<file path="config.mk">
export PLATFORM = sky130hd
export DESIGN_NAME = revlink_top
export DESIGN_NICKNAME = d
export VERILOG_FILES = /design/src/rtl/revlink_pkg.sv /design/src/rtl/revlink_ctl.sv /design/src/rtl/revlink_dp.sv /design/src/rtl/revlink_top.sv
export SDC_FILE = /design/constraint.sdc
export NUM_CORES = 1
export LEC_CHECK = 0
export BUFFER_PORTS_ARGS = -buffer_cell sky130_fd_sc_hd__buf_2
export CORE_MARGIN = 4
export CORE_UTILIZATION = 46
export CTS_BUF_LIST = sky130_fd_sc_hd__clkbuf_4
export DETAILED_ROUTE_END_ITERATION = 6
export MAX_ROUTING_LAYER = met4
export PLACE_DENSITY = 0.88
export RECOVER_POWER = 25
export SYNTH_ARGS = -nofsm -noshare
export SYNTH_HDL_FRONTEND = slang
export SYNTH_SLANG_ARGS = --single-unit
export TNS_END_PERCENT = 1
</file>
<file path="constraint.sdc">
create_clock -name clk -period 6.15 [get_ports clk]
set_input_delay 0.615 -clock clk [delete_from_list [all_inputs] [get_ports clk]]
set_output_delay 0.615 -clock clk [all_outputs]
set_load 0.02 [all_outputs]
</file>
<file path="src/rtl/revlink_pkg.sv">
package revlink_pkg;
  localparam int LANES = 2;
  localparam int CW = $clog2(LANES + 1);

  typedef struct packed {
    logic [LANES-1:0] dirOut;  // 1: lane faces the neighbour
    logic [LANES-1:0] hold;    // stop loading new flits
    logic [LANES-1:0] turn;    // neither end drives
    logic [LANES-1:0] usable;  // lane healthy
  } lnkCtl_t;

  typedef enum logic [1:0] {ST_IDLE, ST_DRAIN, ST_TURN} revState_e;
endpackage

</file>
<file path="src/rtl/revlink_ctl.sv">
module revlink_ctl import revlink_pkg::*; #(
  parameter int BW_W = 8
) (
  input  logic             clk,
  input  logic             rstN,
  input  logic [LANES-1:0] laneFault,
  input  logic [BW_W-1:0]  availOut,
  input  logic [BW_W-1:0]  reqOut,
  input  logic [BW_W-1:0]  usedOut,
  input  logic [BW_W-1:0]  availIn,
  input  logic [BW_W-1:0]  reqIn,
  input  logic [BW_W-1:0]  usedIn,
  input  logic             ovrValid,
  input  logic [2*LANES-1:0] ovrSel,
  input  logic [LANES-1:0] busy,
  output lnkCtl_t          ctl,
  output logic             cfgErr,
  output logic [CW-1:0]    capOut,
  output logic [CW-1:0]    capIn,
  output logic             rOutDbl,
  output logic             rInDbl,
  output logic [CW-1:0]    linkMode
);
  function automatic logic [LANES-1:0] lowBit(input logic [LANES-1:0] v);
    return v & (~v + 1'b1);
  endfunction

  revState_e        stQ;
  logic [LANES-1:0] dirQ, maskQ, newDirQ;
  logic [LANES-1:0] usable, ovrNear, ovrFar, ovrMask, takeCand, candOut, candIn;
  logic [LANES-1:0] reqMask, reqDir;
  logic             ovrBad, needOut, needIn;

  assign usable  = ~laneFault;
  assign ovrNear = ovrSel[LANES-1:0];
  assign ovrFar  = ovrSel[2*LANES-1:LANES];
  assign ovrBad  = |(ovrNear & ovrFar);
  assign ovrMask = (ovrNear ^ ovrFar) & (ovrNear ^ dirQ);
  assign needOut = (availOut < reqOut) && (usedIn == '0);
  assign needIn  = (availIn < reqIn) && (usedOut == '0);
  assign candOut = usable & ~dirQ;
  assign candIn  = usable & dirQ;

  always_comb begin
    takeCand = '0;
    for (int j = 0; j < LANES; j++) begin
      for (int k = 0; k < LANES; k++) begin
        if (k != j && laneFault[k] && usable[j] && (dirQ[k] != dirQ[j]) &&
            (dirQ[j] ? (usedOut == '0) : (usedIn == '0)))
          takeCand[j] = 1'b1;
      end
    end
  end

  always_comb begin
    reqMask = '0;
    reqDir  = dirQ;
    if (ovrValid && !ovrBad && ovrMask != '0) begin
      reqMask = ovrMask;
      reqDir  = (dirQ & ~ovrMask) | (ovrNear & ovrMask);
    end else if (takeCand != '0) begin
      reqMask = lowBit(takeCand);
      reqDir  = dirQ ^ reqMask;
    end else if (needOut && candOut != '0) begin
      reqMask = lowBit(candOut);
      reqDir  = dirQ ^ reqMask;
    end else if (needIn && candIn != '0) begin
      reqMask = lowBit(candIn);
      reqDir  = dirQ ^ reqMask;
    end
  end

  always_ff @(posedge clk) begin
    if (!rstN) begin
      stQ     <= ST_IDLE;
      dirQ    <= LANES'(1);
      maskQ   <= '0;
      newDirQ <= '0;
      cfgErr  <= 1'b0;
    end else begin
      cfgErr <= ovrValid && ovrBad;
      unique case (stQ)
        ST_IDLE: if (reqMask != '0) begin
          maskQ   <= reqMask;
          newDirQ <= reqDir;
          stQ     <= ST_DRAIN;
        end
        ST_DRAIN: if ((busy & maskQ) == '0) stQ <= ST_TURN;
        ST_TURN: begin
          dirQ  <= newDirQ;
          maskQ <= '0;
          stQ   <= ST_IDLE;
        end
        default: stQ <= ST_IDLE;
      endcase
    end
  end

  always_comb begin
    capOut   = '0;
    capIn    = '0;
    linkMode = '0;
    for (int k = 0; k < LANES; k++) begin
      capOut   = capOut + CW'(usable[k] & dirQ[k]);
      capIn    = capIn + CW'(usable[k] & ~dirQ[k]);
      linkMode = linkMode + CW'(dirQ[k]);
    end
  end

  assign rOutDbl    = (capOut == CW'(LANES));
  assign rInDbl     = (capIn == CW'(LANES));
  assign ctl.dirOut = dirQ;
  assign ctl.hold   = (stQ != ST_IDLE) ? maskQ : '0;
  assign ctl.turn   = (stQ == ST_TURN) ? maskQ : '0;
  assign ctl.usable = usable;
endmodule

</file>
<file path="src/rtl/revlink_dp.sv">
module revlink_dp import revlink_pkg::*; #(
  parameter int FLIT_W = 16
) (
  input  logic                    clk,
  input  logic                    rstN,
  input  lnkCtl_t                 ctl,
  input  logic [LANES-1:0]        txValid,
  input  logic [LANES*FLIT_W-1:0] txData,
  output logic [LANES-1:0]        txReady,
  input  logic [LANES-1:0]        farValid,
  input  logic [LANES*FLIT_W-1:0] farData,
  output logic [2*LANES-1:0]      laneSel,
  output logic [LANES-1:0]        laneTxValid,
  output logic [LANES*FLIT_W-1:0] laneTxData,
  output logic [LANES-1:0]        rxValid,
  output logic [LANES*FLIT_W-1:0] rxData,
  output logic [LANES-1:0]        busy
);
  for (genvar g = 0; g < LANES; g++) begin : g_lane
    logic              stV, outAct, inAct, loadOut, loadIn;
    logic [FLIT_W-1:0] stD;

    assign outAct  = ctl.dirOut[g] & ctl.usable[g] & ~ctl.turn[g];
    assign inAct   = ~ctl.dirOut[g] & ctl.usable[g] & ~ctl.turn[g];
    assign txReady[g] = outAct & ~ctl.hold[g];
    assign loadOut = txValid[g] & txReady[g];
    assign loadIn  = farValid[g] & inAct & ~ctl.hold[g];

    always_ff @(posedge clk) begin
      if (!rstN || !ctl.usable[g]) stV <= 1'b0;
      else                         stV <= loadOut | loadIn;
      if (loadOut)     stD <= txData[g*FLIT_W +: FLIT_W];
      else if (loadIn) stD <= farData[g*FLIT_W +: FLIT_W];
    end

    // direction-selected mux standing in for the tri-state pair
    assign laneSel[g]         = outAct;
    assign laneSel[g + LANES] = inAct;
    assign laneTxValid[g]     = stV & outAct;
    assign laneTxData[g*FLIT_W +: FLIT_W] = outAct ? stD : '0;
    assign rxValid[g]         = stV & ~ctl.dirOut[g] & ctl.usable[g];
    assign rxData[g*FLIT_W +: FLIT_W]     = stD;
    assign busy[g]            = stV;
  end
endmodule

</file>
<file path="src/rtl/revlink_top.sv">
module revlink_top import revlink_pkg::*; #(
  parameter int FLIT_W = 16,
  parameter int BW_W   = 8
) (
  input  logic                    clk,
  input  logic                    rstN,
  input  logic [LANES-1:0]        laneFault,
  input  logic [BW_W-1:0]         availOut,
  input  logic [BW_W-1:0]         reqOut,
  input  logic [BW_W-1:0]         usedOut,
  input  logic [BW_W-1:0]         availIn,
  input  logic [BW_W-1:0]         reqIn,
  input  logic [BW_W-1:0]         usedIn,
  input  logic                    ovrValid,
  input  logic [2*LANES-1:0]      ovrSel,
  input  logic [LANES-1:0]        txValid,
  input  logic [LANES*FLIT_W-1:0] txData,
  output logic [LANES-1:0]        txReady,
  input  logic [LANES-1:0]        farValid,
  input  logic [LANES*FLIT_W-1:0] farData,
  output logic [2*LANES-1:0]      laneSel,
  output logic [LANES-1:0]        laneTxValid,
  output logic [LANES*FLIT_W-1:0] laneTxData,
  output logic [LANES-1:0]        rxValid,
  output logic [LANES*FLIT_W-1:0] rxData,
  output logic [CW-1:0]           capOut,
  output logic [CW-1:0]           capIn,
  output logic                    rOutDbl,
  output logic                    rInDbl,
  output logic [CW-1:0]           linkMode,
  output logic                    cfgErr
);
  lnkCtl_t          ctl;
  logic [LANES-1:0] busy;

  revlink_ctl #(.BW_W(BW_W)) u_ctl (
    .clk(clk), .rstN(rstN), .laneFault(laneFault),
    .availOut(availOut), .reqOut(reqOut), .usedOut(usedOut),
    .availIn(availIn), .reqIn(reqIn), .usedIn(usedIn),
    .ovrValid(ovrValid), .ovrSel(ovrSel), .busy(busy),
    .ctl(ctl), .cfgErr(cfgErr), .capOut(capOut), .capIn(capIn),
    .rOutDbl(rOutDbl), .rInDbl(rInDbl), .linkMode(linkMode)
  );

  revlink_dp #(.FLIT_W(FLIT_W)) u_dp (
    .clk(clk), .rstN(rstN), .ctl(ctl),
    .txValid(txValid), .txData(txData), .txReady(txReady),
    .farValid(farValid), .farData(farData), .laneSel(laneSel),
    .laneTxValid(laneTxValid), .laneTxData(laneTxData),
    .rxValid(rxValid), .rxData(rxData), .busy(busy)
  );
endmodule

</file>
==> results of run 1 <==
## worst max-delay path: cells and delay by family, from the launching register on
kind,cells,cell delay [ns]
flops,1,0.59
buf+inv,1,0.17
simple gates,2,0.45
compound gates,1,0.79
## cell usage after synthesis (3+ instances only)
| master | count |
|---|---|
| and2_1 | 38 |
| edfxtp_1 | 32 |
| mux2_1 | 25 |
| ha_1 | 23 |
| inv_1 | 20 |
| nand2_1 | 18 |
| dfxtp_1 | 11 |
| a21oi_1 | 9 |
| nor2_1 | 8 |
| mux2_2 | 7 |
| buf_4 | 6 |
| clkbuf_1 | 6 |
| nand3_1 | 6 |
| a211oi_1 | 5 |
| nor4_1 | 4 |
| and3_1 | 3 |
| buf_6 | 3 |
| nand2b_1 | 3 |
| o211ai_1 | 3 |
| o21a_1 | 3 |
| o21ai_0 | 3 |
## sequential cells by signal, summed over array words and instances, names as in the netlist
signal,count
u_dp.g_lane.stD,32
u_ctl.maskQ,2
u_ctl.newDirQ,2
u_dp.g_lane.stV,2
u_ctl.dirQ,2
u_ctl.stQ,2
u_ctl.cfgErr,1
## power breakdown
group / leakage [nW] / total, W / switching (W) / internal [W]
clock network: 0.0317 / 0.000135 / 0.0000862 / 0.0000487
logic: 1.54 / 0.000160 / 0.0000880 / 0.0000719
registers: 0.390 / 0.000338 / 0.00000875 / 0.000329
total: 1.96 / 0.000632 / 0.000183 / 0.000449
## through the flow
| stage | instance area, sq um | cells |
|---|---|---|
| 6_report | 4030 | 561 |
| 5_1_grt | 4030 | 561 |
| 4_1_cts | 4070 | 561 |
| 3_5_place_dp | 4010 | 553 |
| 3_3_place_gp | 4010 | 553 |
| 2_1_floorplan | 2980 | 284 |
## routing by layer
layer	up-vias	share of wire, %
li1	1437	-
met5	-	0
met3	15	7.4
met1	1381	37
met2	130	54
met4	0	1.5
## cell type report
type,count,area share [%]
multi-input combinational,205,40.3
clock inverter,2,0.311
clock buffer,6,1.12
sequential,43,29.3
tap,77,2.39
inverter,21,1.96
timing repair buffer,207,24.6
## kinds of logic after synthesis
group / count (synthesis) / share of synthesized area [%]
muxes: 34 / 12.8
and+or+nand+nor: 98 / 19.4
DFF: 43 / 39.6
adders and majority gates: 23 / 9.65
buffers and inverters: 36 / 6.04
AOI/OAI and AO/OA: 48 / 12.0
xor gates and xnor gates: 2 / 0.587
## worst min path at each step
| stage | start | to | slack (ns) |
|---|---|---|---|
| finish | u_ctl.newDirQ[1] | u_ctl.dirQ[1] | 0.48 |
| global route | ovrValid | u_ctl.cfgErr | 0.49 |
| CTS | u_ctl.newDirQ[1] | u_ctl.dirQ[1] | 0.49 |
| detailed placement | u_ctl.newDirQ[1] | u_ctl.dirQ[1] | 0.47 |
| global placement | u_ctl.newDirQ[1] | u_ctl.dirQ[1] | 0.46 |
| floorplan | u_ctl.newDirQ[1] | u_ctl.dirQ[1] | 0.44 |
==> reports/qor.yml, run 1 <==
syn_inst: 284
synth_area_per_cell_sq_um: 10.5
postCtsResizedCells: 0
tightest_slew_ns: 0.979
post-place-ws_ns: 3.29
drive_above_1_share_pct: 40.1
gp_congestion: 0.909
top_usage_layer: "met2"
fin_crit_ns: 2.95
setup_violations: 0
rsz0062_at_grt: "false"
fmax_mhz: 339
synth_area_leader_cell: "edfxtp_1"
finalPower_w: 0.000632
crit_fanout: 18
start_util_pct: 47.2
dp_hpwl_mm: 7.75
endpoint: "laneTxData[19]"
hold_buffers: 0
r2r_cells: 8
vias: 2963
gr-total-overflow: 0
dominantRegCellSynth: "edfxtp_1"
min_path_type: "reg2reg"
finalMaxSlewViolations: 0
regToRegSetupSlack_ns: 3.52
die_w_um: 88.5
startpoint: "u_ctl.dirQ[1]"
grt_use_met2_pct: 38.3
async_flop_share_pct: 0
synth.cell_area_sq_um: 2980
cts_tree: "built"
ys_types: 56
core_sq_um: 6310
rows: 29
die_y_um: 88.5
fin_util_pct: 63.8
cp_slowest_cell: "a21oi_1"
cts.sinks: 43
endpoint_kind: "primary output"
track_usage_pct: 21.9
synth_top_area_share_pct: 32.2
seq_area_sq_um: 1180
ir_drop_mv: 0.120
cp-start-kind: "flop"
routedWlPerCell_um: 16.3
io_pins: 208
synth_warnings: 0
final_cell_mix: "171 x buf_2, 38 x and2_1, 36 x clkbuf_1"
crit_path_cell_trace: "nand2b_1 > a21oi_1 > and2_1 > buf_2"
ant_nets: 0
drtPass1Iterations: 4
required_ns: 5.53
use_met1_pct: 25.9
nNetsFinal: 631
drc: 0
r2r-start: "u_ctl.dirQ[0]"
grt_pass1_wl_mm: 12.9
clk_path_buf_depth: 2
grt_pass1_vias: 2782
nFillCells: 574
path_class: "reg2out"
synth_edf_count: 32
run_status: "complete, no violations"
period_share_pct: 48.0
hold-worst-slack_ns: 0.483
hold_violations: 0
maxCapViolCount: 0
numCtsBuffers: 5
finalWorstSetupSlack_ns: 3.20
tns_ns: 0
postCtsSetupBuffers: 0
htree_levels: 2
antenna_found_initial: 0
p_leak_nw: 1.96
insertedDiodeCount: 0
crit_arrival_ns: 2.34
final_common_cell: "buf_2"
drt_iter0_markers: 140
ys_ff_latch: 43
ys_top_cells_by_area: "edfxtp_1 32%, ha_1 9.6%, mux2_1 9.4%"
use_met3_pct: 3.45
multiInputGateArea_sq_um: 1620
r2r-end: "u_ctl.newDirQ[1]"
cts.clk_slew.worst_paths_ns: 0.12
vias_per_cell: 5.28
grt_max_degree: 19
clk_latency_ns: 0.34
wl_mm: 9.13
power_density_nw_per_um2: 157
yosysSeqAreaShare_pct: 39.6
fp.dieArea_sq_um: 7840
root_buffer: "clkbuf_4"
syn2layout_area_growth_pct: 35.0
portBuffers: 207
skew_ns: 0.0129
critPathMaxStageDelay_ns: 0.79
max_slew_margin_pct: 34.7
synth.net_count: 432
hold_depth: 2
Note: power is estimated with default switching activity, not from simulation.
==> run 2: changes to the inputs <==
--- a/config.mk
+++ b/config.mk
@@ -7,11 +7,11 @@
 export LEC_CHECK = 0
 export BUFFER_PORTS_ARGS = -buffer_cell sky130_fd_sc_hd__buf_2
 export CORE_MARGIN = 4
-export CORE_UTILIZATION = 46
+export CORE_UTILIZATION = 43
 export CTS_BUF_LIST = sky130_fd_sc_hd__clkbuf_4
 export DETAILED_ROUTE_END_ITERATION = 6
 export MAX_ROUTING_LAYER = met4
-export PLACE_DENSITY = 0.88
+export PLACE_DENSITY = 0.83
 export RECOVER_POWER = 25
 export SYNTH_ARGS = -nofsm -noshare
 export SYNTH_HDL_FRONTEND = slang
==> constraint.sdc (replaced) <==
create_clock -name clk -period 3 [get_ports clk]
set_input_delay 0.3 -clock clk [delete_from_list [all_inputs] [get_ports clk]]
set_output_delay 0.3 -clock clk [all_outputs]
set_load 0.02 [all_outputs]
==> run 2 against run 1 <==
Clock power increased by 110%. Final area up 0.37%. Register-to-register slack got worse by 3.1 ns. Sequential share of layout area down 0.11 points. Utilization fell by 4.0 points. Non-clock buffer count increased by 2. Critical endpoint is now laneTxData[31]. Largest cell class unchanged. Largest power group unchanged.
==> reports/qor.yml, run 2 (synthesized netlist as in run 1, its figures left out) <==
wl_mm: 9.03
grt_pass1_wl_mm: 14.7
htree_levels: 2
clock_power_share_pct: 21.6
hold_violations: 0
switchingPower_w: 0.000379
comb_power_share_pct: 25.3
fmax_mhz: 382
endpoint_kind: "primary output"
ant_nets: 0
power_frac_seq_pct: 53.1
fp.dieArea_sq_um: 8330
root_buffer: "clkbuf_4"
vias: 2910
die_y_um: 91.3
rows: 30
drc: 0
path_class: "reg2out"
skew_ns: 0.0138
multiInputGateArea_sq_um: 1620
seq_area_sq_um: 1180
drtPass1Iterations: 4
period_share_pct: 87.2
max_slew_margin_pct: 24.4
routedWlPerCell_um: 16.0
cts_tree: "built"
io_pins: 208
min_path_type: "in2reg"
drt_iter0_markers: 96
crit_path_cell_trace: "nand2b_1 > a21oi_1 > and2_1 > buf_2"
vias_per_cell: 5.14
largest_reg_flops: 32
gr-total-overflow: 0
intPower_w: 0.000920
maxCapViolCount: 0
grt_max_degree: 19
die_w_um: 91.3
critPathMaxStageDelay_ns: 0.83
crit_arrival_ns: 2.32
hold_buffers: 0
fin_crit_ns: 2.62
dp_hpwl_mm: 7.69
final_common_cell: "buf_2"
nNetsFinal: 633
finalPower_w: 0.00130
p_leak_nw: 1.97
rsz0062_at_grt: "false"
setup_violations: 0
drive_above_1_share_pct: 40.1
clk_latency_ns: 0.34
clk_path_buf_depth: 2
insertedDiodeCount: 0
ir_drop_mv: 0.227
fin_cells: 566
cts.sinks: 43
antenna_found_initial: 0
run_status: "complete, no violations"
numCtsBuffers: 5
portBuffers: 207
swShare_pct: 29.2
postCtsSetupBuffers: 0
core_sq_um: 6760
cts.clk_slew.worst_paths_ns: 0.11
start_util_pct: 44.1
postCtsResizedCells: 0
largest_register: "u_dp.g_lane.stD"
crit_fanout: 18
finalMaxSlewViolations: 0
required_ns: 2.70
dp_cells: 558
track_usage_pct: 22.4
tightest_slew_ns: 1.13
nFillCells: 639
power_density_nw_per_um2: 321
syn2layout_area_growth_pct: 35.5
tns_ns: 0
grt_pass1_vias: 3073
final_cell_mix: "171 x buf_2, 38 x and2_1, 36 x clkbuf_1"
fin_util_pct: 59.8
cp-start-kind: "flop"
cp_slowest_cell: "a21oi_1"
gp_congestion: 0.862
run 2: layout make-up:
type	instances	area share (%)
Multi-Input combinational cell	205	40.1
Sequential cell	43	29.2
Inverter	21	1.95
Timing Repair Buffer	209	24.9
Clock buffer	6	1.11
Clock inverter	2	0.217
Tap cell	80	2.48
run 2: final timing paths:
check	slack, ns	end	start	cells past startpoint
max	0.38	laneTxData[31]	u_ctl.dirQ[1]	4
min reg2reg	0.48	u_ctl.dirQ[1]	u_ctl.newDirQ[1]	2
min	0.21	u_ctl.cfgErr	ovrValid	3
max reg2reg	0.44	u_ctl.newDirQ[1]	u_ctl.dirQ[1]	9
run 2: through the flow:
step                cell area (sq um)  hold slack, ns  setup slack (ns)
global placement                 4030           0.465             0.560
floorplan                        2980           0.414             0.533
finish                           4040           0.207             0.383
detailed placement               4030           0.463             0.455
global route                     4040           0.204             0.147
CTS                              4090           0.189             0.316
run 2: worst max-delay path: cells and delay by family, from the launching register on:
kind            cells  cell delay, ns
compound gates      1            0.83
buf+inv             1            0.17
simple gates        2            0.44
flops               1            0.54
run 2: power by group through the flow:
stage          Sequential (W)  Combinational, W  Clock [W]
2_1_floorplan        0.000728          0.000160          0
3_3_place_gp         0.000701          0.000327          0
3_5_place_dp         0.000702          0.000337          0
4_1_cts              0.000689          0.000338   0.000292
5_1_grt              0.000694          0.000367   0.000319
6_report             0.000690          0.000329   0.000281
run 2: routing by layer:
metal | wire [um] | GRT usage (%)
met5 | 0 | -
met4 | 109 | 4.90
met3 | 518 | 4.23
met2 | 4920 | 41.0
met1 | 3490 | 25.4
==> run 3: changes to the inputs <==
--- a/config.mk
+++ b/config.mk
@@ -7,11 +7,11 @@
 export LEC_CHECK = 0
 export BUFFER_PORTS_ARGS = -buffer_cell sky130_fd_sc_hd__buf_2
 export CORE_MARGIN = 4
-export CORE_UTILIZATION = 43
+export CORE_UTILIZATION = 40
 export CTS_BUF_LIST = sky130_fd_sc_hd__clkbuf_4
 export DETAILED_ROUTE_END_ITERATION = 6
 export MAX_ROUTING_LAYER = met4
-export PLACE_DENSITY = 0.83
+export PLACE_DENSITY = 0.78
 export RECOVER_POWER = 25
 export SYNTH_ARGS = -nofsm -noshare
 export SYNTH_HDL_FRONTEND = slang
==> run 3 against run 2 <==
Power is 6.6% higher. Maximum frequency down 1.5%. Largest cell class unchanged. Worst hold slack got worse by 0.013 ns.
==> reports/qor.yml, run 3 (synthesized netlist as in run 1, its figures left out) <==
syn2layout_area_growth_pct: 37.2
crit_fanout: 18
path_class: "reg2out"
hold-worst-slack_ns: 0.195
portBuffers: 207
maxCapViolCount: 0
cts.sinks: 43
gp_congestion: 0.926
cts_tree: "built"
cp-start-kind: "flop"
hold_buffers: 0
htree_levels: 2
grt_pass1_wl_mm: 13.3
endpoint_kind: "primary output"
largest_register: "u_dp.g_lane.stD"
track_usage_pct: 19.6
fmax_mhz: 377
postCtsSetupBuffers: 0
vias: 2889
crit_arrival_ns: 2.36
p_leak_nw: 1.99
die_y_um: 94.4
drtPass1Iterations: 4
multiInputGateArea_sq_um: 1620
core_sq_um: 7250
postCtsResizedCells: 0
final_cell_mix: "171 x buf_2, 38 x and2_1, 36 x clkbuf_1"
rows: 31
run_status: "complete, no violations"
clk_path_buf_depth: 2
skew_ns: 0.0133
root_buffer: "clkbuf_4"
tightest_slew_ns: 1.09
largest_reg_flops: 32
wl_mm: 9.29
finalMaxSlewViolations: 0
hold_violations: 0
seq_area_sq_um: 1180
period_share_pct: 88.5
tns_ns: 0
drt_iter0_markers: 101
required_ns: 2.70
drc: 0
power_density_nw_per_um2: 338
drive_above_1_share_pct: 40.3
start_util_pct: 41.1
min_path_type: "in2reg"
nNetsFinal: 633
fp.dieArea_sq_um: 8900
grt_max_degree: 19
antenna_found_initial: 0
ir_drop_mv: 0.201
rsz0062_at_grt: "false"
nFillCells: 683
numCtsBuffers: 5
gr-total-overflow: 0
setup_violations: 0
fin_util_pct: 56.4
finalPower_w: 0.00139
design_area_sq_um: 4090
die_w_um: 94.4
fin_crit_ns: 2.66
routedWlPerCell_um: 15.9
ant_nets: 0
insertedDiodeCount: 0
place_area_sq_um: 4060
io_pins: 208
grt_pass1_vias: 2789
dp_hpwl_mm: 7.85
final_common_cell: "buf_2"
clk_latency_ns: 0.35
cts.clk_slew.worst_paths_ns: 0.12
vias_per_cell: 4.94
max_slew_margin_pct: 27.4
-- run 3: layer usage --
| layer | share of wire (%) | vias to the layer above | track usage (%) |
|---|---|---|---|
| met4 | 1.1 | 0 | 5.29 |
| met3 | 7.2 | 10 | 3.75 |
| li1 | - | 1441 | - |
| met2 | 53 | 106 | 35.6 |
| met5 | 0 | - | - |
| met1 | 38 | 1332 | 22.1 |
-- run 3: layout make-up --
cell class                 instances  area share, %
timing repair buffer             209           24.6
multi-input combinational        205           39.6
tap                               99           3.03
clock buffer                       5          0.917
inverter                          21           1.93
sequential                        43           28.9
clock inverter                     3           1.07
-- run 3: worst max-delay path: stages (launching register included) --
cell and delay, ns:
dfxtp_1 0.55, nand2b_1 0.19, a21oi_1 0.86, and2_1 0.24
buf_2 0.17
-- run 3: metrics by stage --
| stage | setup slack, ns | instances |
|---|---|---|
| after detailed placement | 0.459 | 577 |
| after floorplan | 0.533 | 284 |
| after CTS | 0.345 | 585 |
| after global routing | 0.135 | 585 |
| after global placement | 0.548 | 577 |
| final | 0.344 | 585 |
-- run 3: power breakdown --
part	switching, W	leakage [nW]	internal, W	total, W
combinational	0.000181	1.55	0.000149	0.000330
sequential	0.0000164	0.390	0.000674	0.000690
clock	0.000189	0.0452	0.000175	0.000365
-- run 3: path summary, 6_finish.rpt --
| kind | startpoint | to | slack (ns) | depth (start not counted) |
|---|---|---|---|---|
| worst min-delay path | ovrValid | u_ctl.cfgErr | 0.19 | 3 |
| worst max register to register | u_ctl.dirQ[1] | u_ctl.newDirQ[1] | 0.45 | 9 |
| worst min register to register | u_ctl.newDirQ[1] | u_ctl.dirQ[1] | 0.49 | 2 |
| worst max-delay path | u_ctl.dirQ[1] | laneTxData[30] | 0.34 | 4 |
